## config.mk

```make
export PLATFORM = sky130hd
export DESIGN_NAME = bus_err_status
export DESIGN_NICKNAME = d
export VERILOG_FILES = /design/src/rtl/bes_pkg.sv /design/src/rtl/bes_capture.sv /design/src/rtl/bes_regfile.sv /design/src/rtl/bes_irq.sv /design/src/rtl/bus_err_status.sv
export SDC_FILE = /design/constraint.sdc
export NUM_CORES = 1
export LEC_CHECK = 0
export ABC_AREA = 1
export BUFFER_PORTS_ARGS = -buffer_cell sky130_fd_sc_hd__buf_2
export CAP_MARGIN = 30
export CORE_UTILIZATION = 40
export DETAILED_ROUTE_END_ITERATION = 6
export PLACE_DENSITY_LB_ADDON = 0.2
export SYNTH_ARGS = -nofsm -noshare
export SYNTH_HDL_FRONTEND = slang
export SYNTH_SLANG_ARGS = --single-unit
```

## constraint.sdc

```tcl
create_clock -name clk -period 3.48 [get_ports clk]
set_input_delay 0.522 -clock clk [delete_from_list [all_inputs] [get_ports clk]]
set_output_delay 0.522 -clock clk [all_outputs]
set_load 0.02 [all_outputs]
```

## src/rtl/bes_pkg.sv

```systemverilog
package bes_pkg;
  localparam int unsigned REG_W  = 32;
  localparam int unsigned OFF_W  = 4;
  localparam int unsigned FLAG_W = 2;

  localparam logic [OFF_W-1:0] OFF_STATUS  = 4'h0;
  localparam logic [OFF_W-1:0] OFF_MASK    = 4'h4;
  localparam logic [OFF_W-1:0] OFF_INFO_LO = 4'h8;
  localparam logic [OFF_W-1:0] OFF_INFO_HI = 4'hC;

  localparam int unsigned FLAG_ONE  = 0;
  localparam int unsigned FLAG_MANY = 1;

  typedef struct packed {
    logic [REG_W-1:0] lo;
    logic [REG_W-1:0] hi;
  } req_info_t;
endpackage

```

## src/rtl/bes_capture.sv

```systemverilog
module bes_capture
  import bes_pkg::*;
#(
  parameter int unsigned ADDR_W = 42
) (
  input  logic              clk,
  input  logic              rst_n,
  input  logic              err_valid,
  input  logic              err_read,
  input  logic [ADDR_W-1:0] err_addr,
  input  logic [FLAG_W-1:0] clr_bits,
  output logic [FLAG_W-1:0] status,
  output req_info_t         info
);
  localparam int unsigned HI_W  = ADDR_W - REG_W;
  localparam int unsigned PAD_W = REG_W - HI_W - 1;

  logic [FLAG_W-1:0] status_q, kept, status_d;
  req_info_t         info_q, info_d;
  logic              first_evt;

  always_comb begin
    kept      = status_q & ~clr_bits;
    first_evt = err_valid & ~kept[FLAG_ONE];
    status_d  = kept;
    if (err_valid) begin
      status_d[FLAG_ONE] = 1'b1;
      if (kept[FLAG_ONE]) status_d[FLAG_MANY] = 1'b1;
    end
    info_d = info_q;
    if (first_evt) begin
      info_d.lo = err_addr[REG_W-1:0];
      info_d.hi = {err_addr[ADDR_W-1:REG_W], {PAD_W{1'b0}}, err_read};
    end
  end

  always_ff @(posedge clk) begin
    if (!rst_n) begin
      status_q <= '0;
      info_q   <= '0;
    end else begin
      status_q <= status_d;
      info_q   <= info_d;
    end
  end

  assign status = status_q;
  assign info   = info_q;
endmodule

```

## src/rtl/bes_regfile.sv

```systemverilog
module bes_regfile
  import bes_pkg::*;
(
  input  logic              clk,
  input  logic              rst_n,
  input  logic              reg_wr,
  input  logic [OFF_W-1:0]  reg_addr,
  input  logic [REG_W-1:0]  reg_wdata,
  input  logic [FLAG_W-1:0] status,
  input  req_info_t         info,
  output logic [FLAG_W-1:0] clr_bits,
  output logic [REG_W-1:0]  mask,
  output logic [REG_W-1:0]  reg_rdata
);
  logic [REG_W-1:0] mask_q;
  logic             hit_status, hit_mask;

  assign hit_status = reg_wr && (reg_addr == OFF_STATUS);
  assign hit_mask   = reg_wr && (reg_addr == OFF_MASK);
  assign clr_bits   = hit_status ? reg_wdata[FLAG_W-1:0] : '0;

  always_ff @(posedge clk) begin
    if (!rst_n) mask_q <= '1;
    else if (hit_mask) mask_q <= reg_wdata;
  end

  always_comb begin
    unique case (reg_addr)
      OFF_STATUS:  reg_rdata = {{(REG_W-FLAG_W){1'b0}}, status};
      OFF_MASK:    reg_rdata = mask_q;
      OFF_INFO_LO: reg_rdata = info.lo;
      OFF_INFO_HI: reg_rdata = info.hi;
      default:     reg_rdata = '0;
    endcase
  end

  assign mask = mask_q;
endmodule

```

## src/rtl/bes_irq.sv

```systemverilog
module bes_irq
  import bes_pkg::*;
(
  input  logic [FLAG_W-1:0] status,
  input  logic [REG_W-1:0]  mask,
  output logic              irq
);
  logic [FLAG_W-1:0] live;

  for (genvar i = 0; i < FLAG_W; i++) begin : g_live
    assign live[i] = status[i] & ~mask[i];
  end

  assign irq = |live;
endmodule

```

## src/rtl/bus_err_status.sv

```systemverilog
module bus_err_status
  import bes_pkg::*;
#(
  parameter int unsigned ADDR_W = 42
) (
  input  logic              clk,
  input  logic              rst_n,
  input  logic              err_valid,
  input  logic              err_read,
  input  logic [ADDR_W-1:0] err_addr,
  input  logic              reg_wr,
  input  logic [3:0]        reg_addr,
  input  logic [31:0]       reg_wdata,
  output logic [31:0]       reg_rdata,
  output logic              irq
);
  logic [FLAG_W-1:0] status_q;
  logic [FLAG_W-1:0] clr_bits;
  logic [REG_W-1:0]  mask_q;
  req_info_t         info_q;

  bes_capture #(.ADDR_W(ADDR_W)) u_cap (
    .clk       (clk),
    .rst_n     (rst_n),
    .err_valid (err_valid),
    .err_read  (err_read),
    .err_addr  (err_addr),
    .clr_bits  (clr_bits),
    .status    (status_q),
    .info      (info_q)
  );

  bes_regfile u_regs (
    .clk       (clk),
    .rst_n     (rst_n),
    .reg_wr    (reg_wr),
    .reg_addr  (reg_addr),
    .reg_wdata (reg_wdata),
    .status    (status_q),
    .info      (info_q),
    .clr_bits  (clr_bits),
    .mask      (mask_q),
    .reg_rdata (reg_rdata)
  );

  bes_irq u_irq (
    .status (status_q),
    .mask   (mask_q),
    .irq    (irq)
  );
endmodule

```

==> impl_results.html <==
<table>
<tr><th>Metric</th><th>Value</th></tr>
<tr><th colspan="2">Cells and area</th></tr>
<tr><td>Diode count</td><td>0</td></tr>
<tr><td>Layout overhead on the synthesized area</td><td>22.6%</td></tr>
<tr><td>Fraction of layout cells with a size suffix above 1</td><td>0.230</td></tr>
<tr><td>Count of nets after finishing</td><td>696</td></tr>
<tr><td>Final cell utilization of the core</td><td>0.502</td></tr>
<tr><th colspan="2">Clock tree</th></tr>
<tr><td>CTS Buf Count</td><td>9</td></tr>
<tr><td>Post-cts repair resize count</td><td>0</td></tr>
<tr><td>Clock tree root driver cell</td><td>sky130_fd_sc_hd__clkbuf_8</td></tr>
<tr><td>Level count of the clock H-tree</td><td>3</td></tr>
<tr><td>Buffers inserted by post-CTS timing repair</td><td>0</td></tr>
<tr><td>Max Buffers Root-to-Sink</td><td>2</td></tr>
<tr><td>Skew-Pair Late Insertion Delay</td><td>340 ps</td></tr>
<tr><td>Clock tree from TritonCTS</td><td>yes</td></tr>
<tr><td>Post-CTS Hold Buffers</td><td>0</td></tr>
<tr><td>Clock slew at the register clock pins of the worst setup and hold paths</td><td>80 ps</td></tr>
<tr><td>Number of clock sinks</td><td>77</td></tr>
<tr><th colspan="2">Job</th></tr>
<tr><td>Number of max-cap violations</td><td>0</td></tr>
<tr><th colspan="2">Min path</th></tr>
<tr><td>Classification of the worst-slack hold path</td><td>input pin to flip-flop</td></tr>
<tr><td>Beginning of the worst hold path</td><td>reg_wdata[9]</td></tr>
<tr><td>Worst Hold Path Cells</td><td>3</td></tr>
<tr><th colspan="2">Synth</th></tr>
<tr><td>Synthesized instance count</td><td>519</td></tr>
<tr><td>Avg Inst Size Synth</td><td>6.84 um^2</td></tr>
<tr><td>Leading post-synthesis cells by cell area</td><td>sky130_fd_sc_hd__dfxtp_1, sky130_fd_sc_hd__nand2_1, sky130_fd_sc_hd__nand3_1</td></tr>
<tr><td>List of most frequent post-synthesis cells</td><td>sky130_fd_sc_hd__nand2_1, sky130_fd_sc_hd__nand3_1, sky130_fd_sc_hd__dfxtp_1</td></tr>
<tr><td>Number of enable flip-flop cells after synthesis</td><td>0</td></tr>
<tr><td>Top cell type's share of synthesized area</td><td>0.434</td></tr>
<tr><td>Total nets after synthesis</td><td>roughly 600</td></tr>
<tr><td>Share of synthesized area occupied by flip-flops and latches</td><td>0.434</td></tr>
<tr><td>Most common cell in the synthesized netlist</td><td>sky130_fd_sc_hd__nand2_1</td></tr>
<tr><td>Summed instance area of the synthesized netlist</td><td>between 3000 and 4000 um^2</td></tr>
<tr><td>Count of state elements after synthesis</td><td>77</td></tr>
<tr><td>Post-synth ARST share</td><td>0</td></tr>
<tr><td>Dominant register cell in the synthesized netlist</td><td>sky130_fd_sc_hd__dfxtp_1</td></tr>
<tr><td>Post-synth cell types</td><td>20</td></tr>
<tr><td>Post-synthesis cell type with the largest combined area</td><td>sky130_fd_sc_hd__dfxtp_1</td></tr>
<tr><td>Total number of yosys warnings</td><td>0</td></tr>
<tr><th colspan="2">Critical path</th></tr>
<tr><td>Startpoint of the lowest-slack register-to-register path</td><td>u_cap.status[0]</td></tr>
<tr><td>Critical Path, Cell by Cell</td><td>buf_2, nor2_2, inv_1, nor3_4, buf_4, nand2_1, o2111ai_1, buf_2</td></tr>
<tr><td>Startpoint class of the critical path</td><td>input pin</td></tr>
<tr><td>Cell occurring most often along the worst timing path</td><td>sky130_fd_sc_hd__buf_2</td></tr>
<tr><td>Crit-path slowest cell</td><td>sky130_fd_sc_hd__nor3_4</td></tr>
<tr><td>Class of the most critical setup path</td><td>input pin to output port</td></tr>
<tr><td>Data arrival time of the critical path</td><td>2000 ps</td></tr>
<tr><td>Required time at the endpoint of the critical path</td><td>2960 ps</td></tr>
<tr><td>Crit path capture type</td><td>output port</td></tr>
<tr><td>Maximum net fanout on the critical path</td><td>11</td></tr>
<tr><td>Peak per-stage delay on the critical path</td><td>400 ps</td></tr>
<tr><td>Worst Setup SP</td><td>reg_addr[1]</td></tr>
<tr><td>Worst reg-to-reg path cell count</td><td>5</td></tr>
<tr><th colspan="2">Detailed routing</th></tr>
<tr><td>Average detailed-routed wire length per instance</td><td>12.7 um</td></tr>
<tr><td>Final WL</td><td>9.21 mm</td></tr>
<tr><td>Routed via count</td><td>~3,600</td></tr>
<tr><td>Detailed-route DRC error count</td><td>0</td></tr>
<tr><td>Post-DR vias/cell</td><td>approximately 4.9</td></tr>
<tr><td>Initial DRC count</td><td>approximately 190</td></tr>
<tr><td>Antenna Nets Post-Route</td><td>0</td></tr>
<tr><td>First drt pass iteration count</td><td>4</td></tr>
<tr><th colspan="2">Timing</th></tr>
<tr><td>Worst slew pin tran</td><td>between 800 and 900 ps</td></tr>
<tr><td>Number of failing setup endpoints in the final timing report</td><td>0</td></tr>
<tr><td>Slew Viols, Final</td><td>0</td></tr>
<tr><td>FMAX</td><td>396 MHz</td></tr>
<tr><td>Final hold violations</td><td>0</td></tr>
<tr><td>Worst max-slew margin expressed relative to the limit</td><td>0.463</td></tr>
<tr><td>Setup repair after global routing missed its margin</td><td>no</td></tr>
<tr><td>Final period demand of the worst path</td><td>2530 ps</td></tr>
<tr><td>Post-route setup TNS</td><td>0 ps</td></tr>
<tr><td>Final critical-path share of the clock period</td><td>0.726</td></tr>
<tr><td>Post-Route Skew</td><td>~5 ps</td></tr>
<tr><th colspan="2">GRT</th></tr>
<tr><td>Via count of the first global-routing pass</td><td>3,147</td></tr>
<tr><td>Wire length of the first global-routing pass</td><td>14.7 mm</td></tr>
<tr><td>GRT Resource Usage Total</td><td>0.208</td></tr>
<tr><td>Antenna violations before repair</td><td>0</td></tr>
<tr><td>Largest net degree at the start of global routing</td><td>77</td></tr>
<tr><td>GR Overflow Total</td><td>0</td></tr>
<tr><th colspan="2">Floorplan</th></tr>
<tr><td>Die Height</td><td>96.2 um</td></tr>
<tr><td>Die outline width</td><td>96.2 um</td></tr>
<tr><td>I/O pins</td><td>116</td></tr>
<tr><td>Placeable core area</td><td>between 8000 and 9000 um^2</td></tr>
<tr><td>Floorplan row count</td><td>34</td></tr>
<tr><td>Starting Density</td><td>0.409</td></tr>
<tr><td>Total die area</td><td>9260 um^2</td></tr>
<tr><th colspan="2">Place</th></tr>
<tr><td>Hpwl dp</td><td>5.96 mm</td></tr>
<tr><td>Final GP Congestion</td><td>0.748</td></tr>
<tr><td>Total of buffers placed on input and output ports</td><td>115</td></tr>
<tr><th colspan="2">Power and ir drop</th></tr>
<tr><td>Ratio of total power to cell area</td><td>approximately 450 nW/um^2</td></tr>
<tr><td>Leakage</td><td>2.34 nW</td></tr>
<tr><td>VDD IR-drop max</td><td>196 uV</td></tr>
<tr><td>Design Power</td><td>around 2.0 mW</td></tr>
<tr><th colspan="2">Outcome</th></tr>
<tr><td>Result of the run</td><td>finished clean</td></tr>
</table>
==> critical path, delay by kind of cell <==
family | cells | cell delay, ps
AND/OR/NAND/NOR | 3 | 670
AO/OA/AOI/OAI | 1 | 100
buffers and inverters | 4 | 700
==> through the flow <==
step	cells	cell area, um^2	worst slack, ps	hold slack [ps]
after CTS	726	4350	963	358
after global placement	710	4140	1020	455
after floorplan	519	3550	1530	442
after global routing	726	4350	868	362
after detailed placement	710	4140	963	458
final	726	4350	954	377
==> cell type report <==
class	instances	area, um^2
Tap cell	108	135
Timing Repair Buffer	123	648
Clock buffer	13	149
Fill cell	928	4330
Sequential cell	77	1540
Inverter	51	191
Clock inverter	3	68.8
Multi-Input combinational cell	351	1620
==> per-layer routing <==
metal	GRT usage	wire length [um]	vias up
met2	0.317	3970	124
met1	0.286	4550	1608
met4	0.0871	72	0
li1	-	-	1847
met3	0.0363	607	6
met5	0	0	-
==> final timing paths <==
kind                     end  slack (ps)
min           u_regs.mask[9]         380
max             reg_rdata[0]         950
min reg2reg  u_regs.mask[13]         480
max reg2reg   u_cap.info[25]        2100
==> cell families (layout without fill, tap and decap cells) <==
kind of cell           after synthesis  after routing  synth area share
and+or+nand+nor                    283            283             0.335
buffers and inverters               91            190             0.112
DFF                                 77             77             0.434
AOI/OAI and AO/OA                   68             68             0.119
==> state kept, by name (all words and copies together), names as in the netlist <==
signal,flops
u_cap.status,2
u_cap.info,43
u_regs.mask,32
==> placed cells by master (no fill, tap or decap) <==
cell type	count
sky130_fd_sc_hd__nand2_2	1
sky130_fd_sc_hd__buf_2	115
sky130_fd_sc_hd__clkbuf_8	10
sky130_fd_sc_hd__nand4_1	2
sky130_fd_sc_hd__bufinv_16	2
sky130_fd_sc_hd__nand3_1	87
sky130_fd_sc_hd__buf_4	7
sky130_fd_sc_hd__inv_1	49
sky130_fd_sc_hd__clkinv_4	1
sky130_fd_sc_hd__dfxtp_1	77
sky130_fd_sc_hd__nor3_4	1
sky130_fd_sc_hd__clkbuf_1	3
sky130_fd_sc_hd__nor2_2	2
sky130_fd_sc_hd__nand2_1	146
sky130_fd_sc_hd__a21oi_1	45
sky130_fd_sc_hd__a22o_1	20
sky130_fd_sc_hd__inv_2	2
sky130_fd_sc_hd__o2111ai_1	1
sky130_fd_sc_hd__nor2_1	44
sky130_fd_sc_hd__o22ai_1	1
sky130_fd_sc_hd__o211ai_1	1
sky130_fd_sc_hd__buf_12	1
==> report_power, final <==
group | total, mW | leakage, nW | internal, mW | switching, mW
combinational | 0.268 | 1.60 | 0.109 | 0.159
clock | 0.735 | 0.108 | 0.426 | 0.309
sequential | 0.957 | 0.633 | 0.930 | 0.0272
No activity file was read; power rests on OpenSTA's default activity.
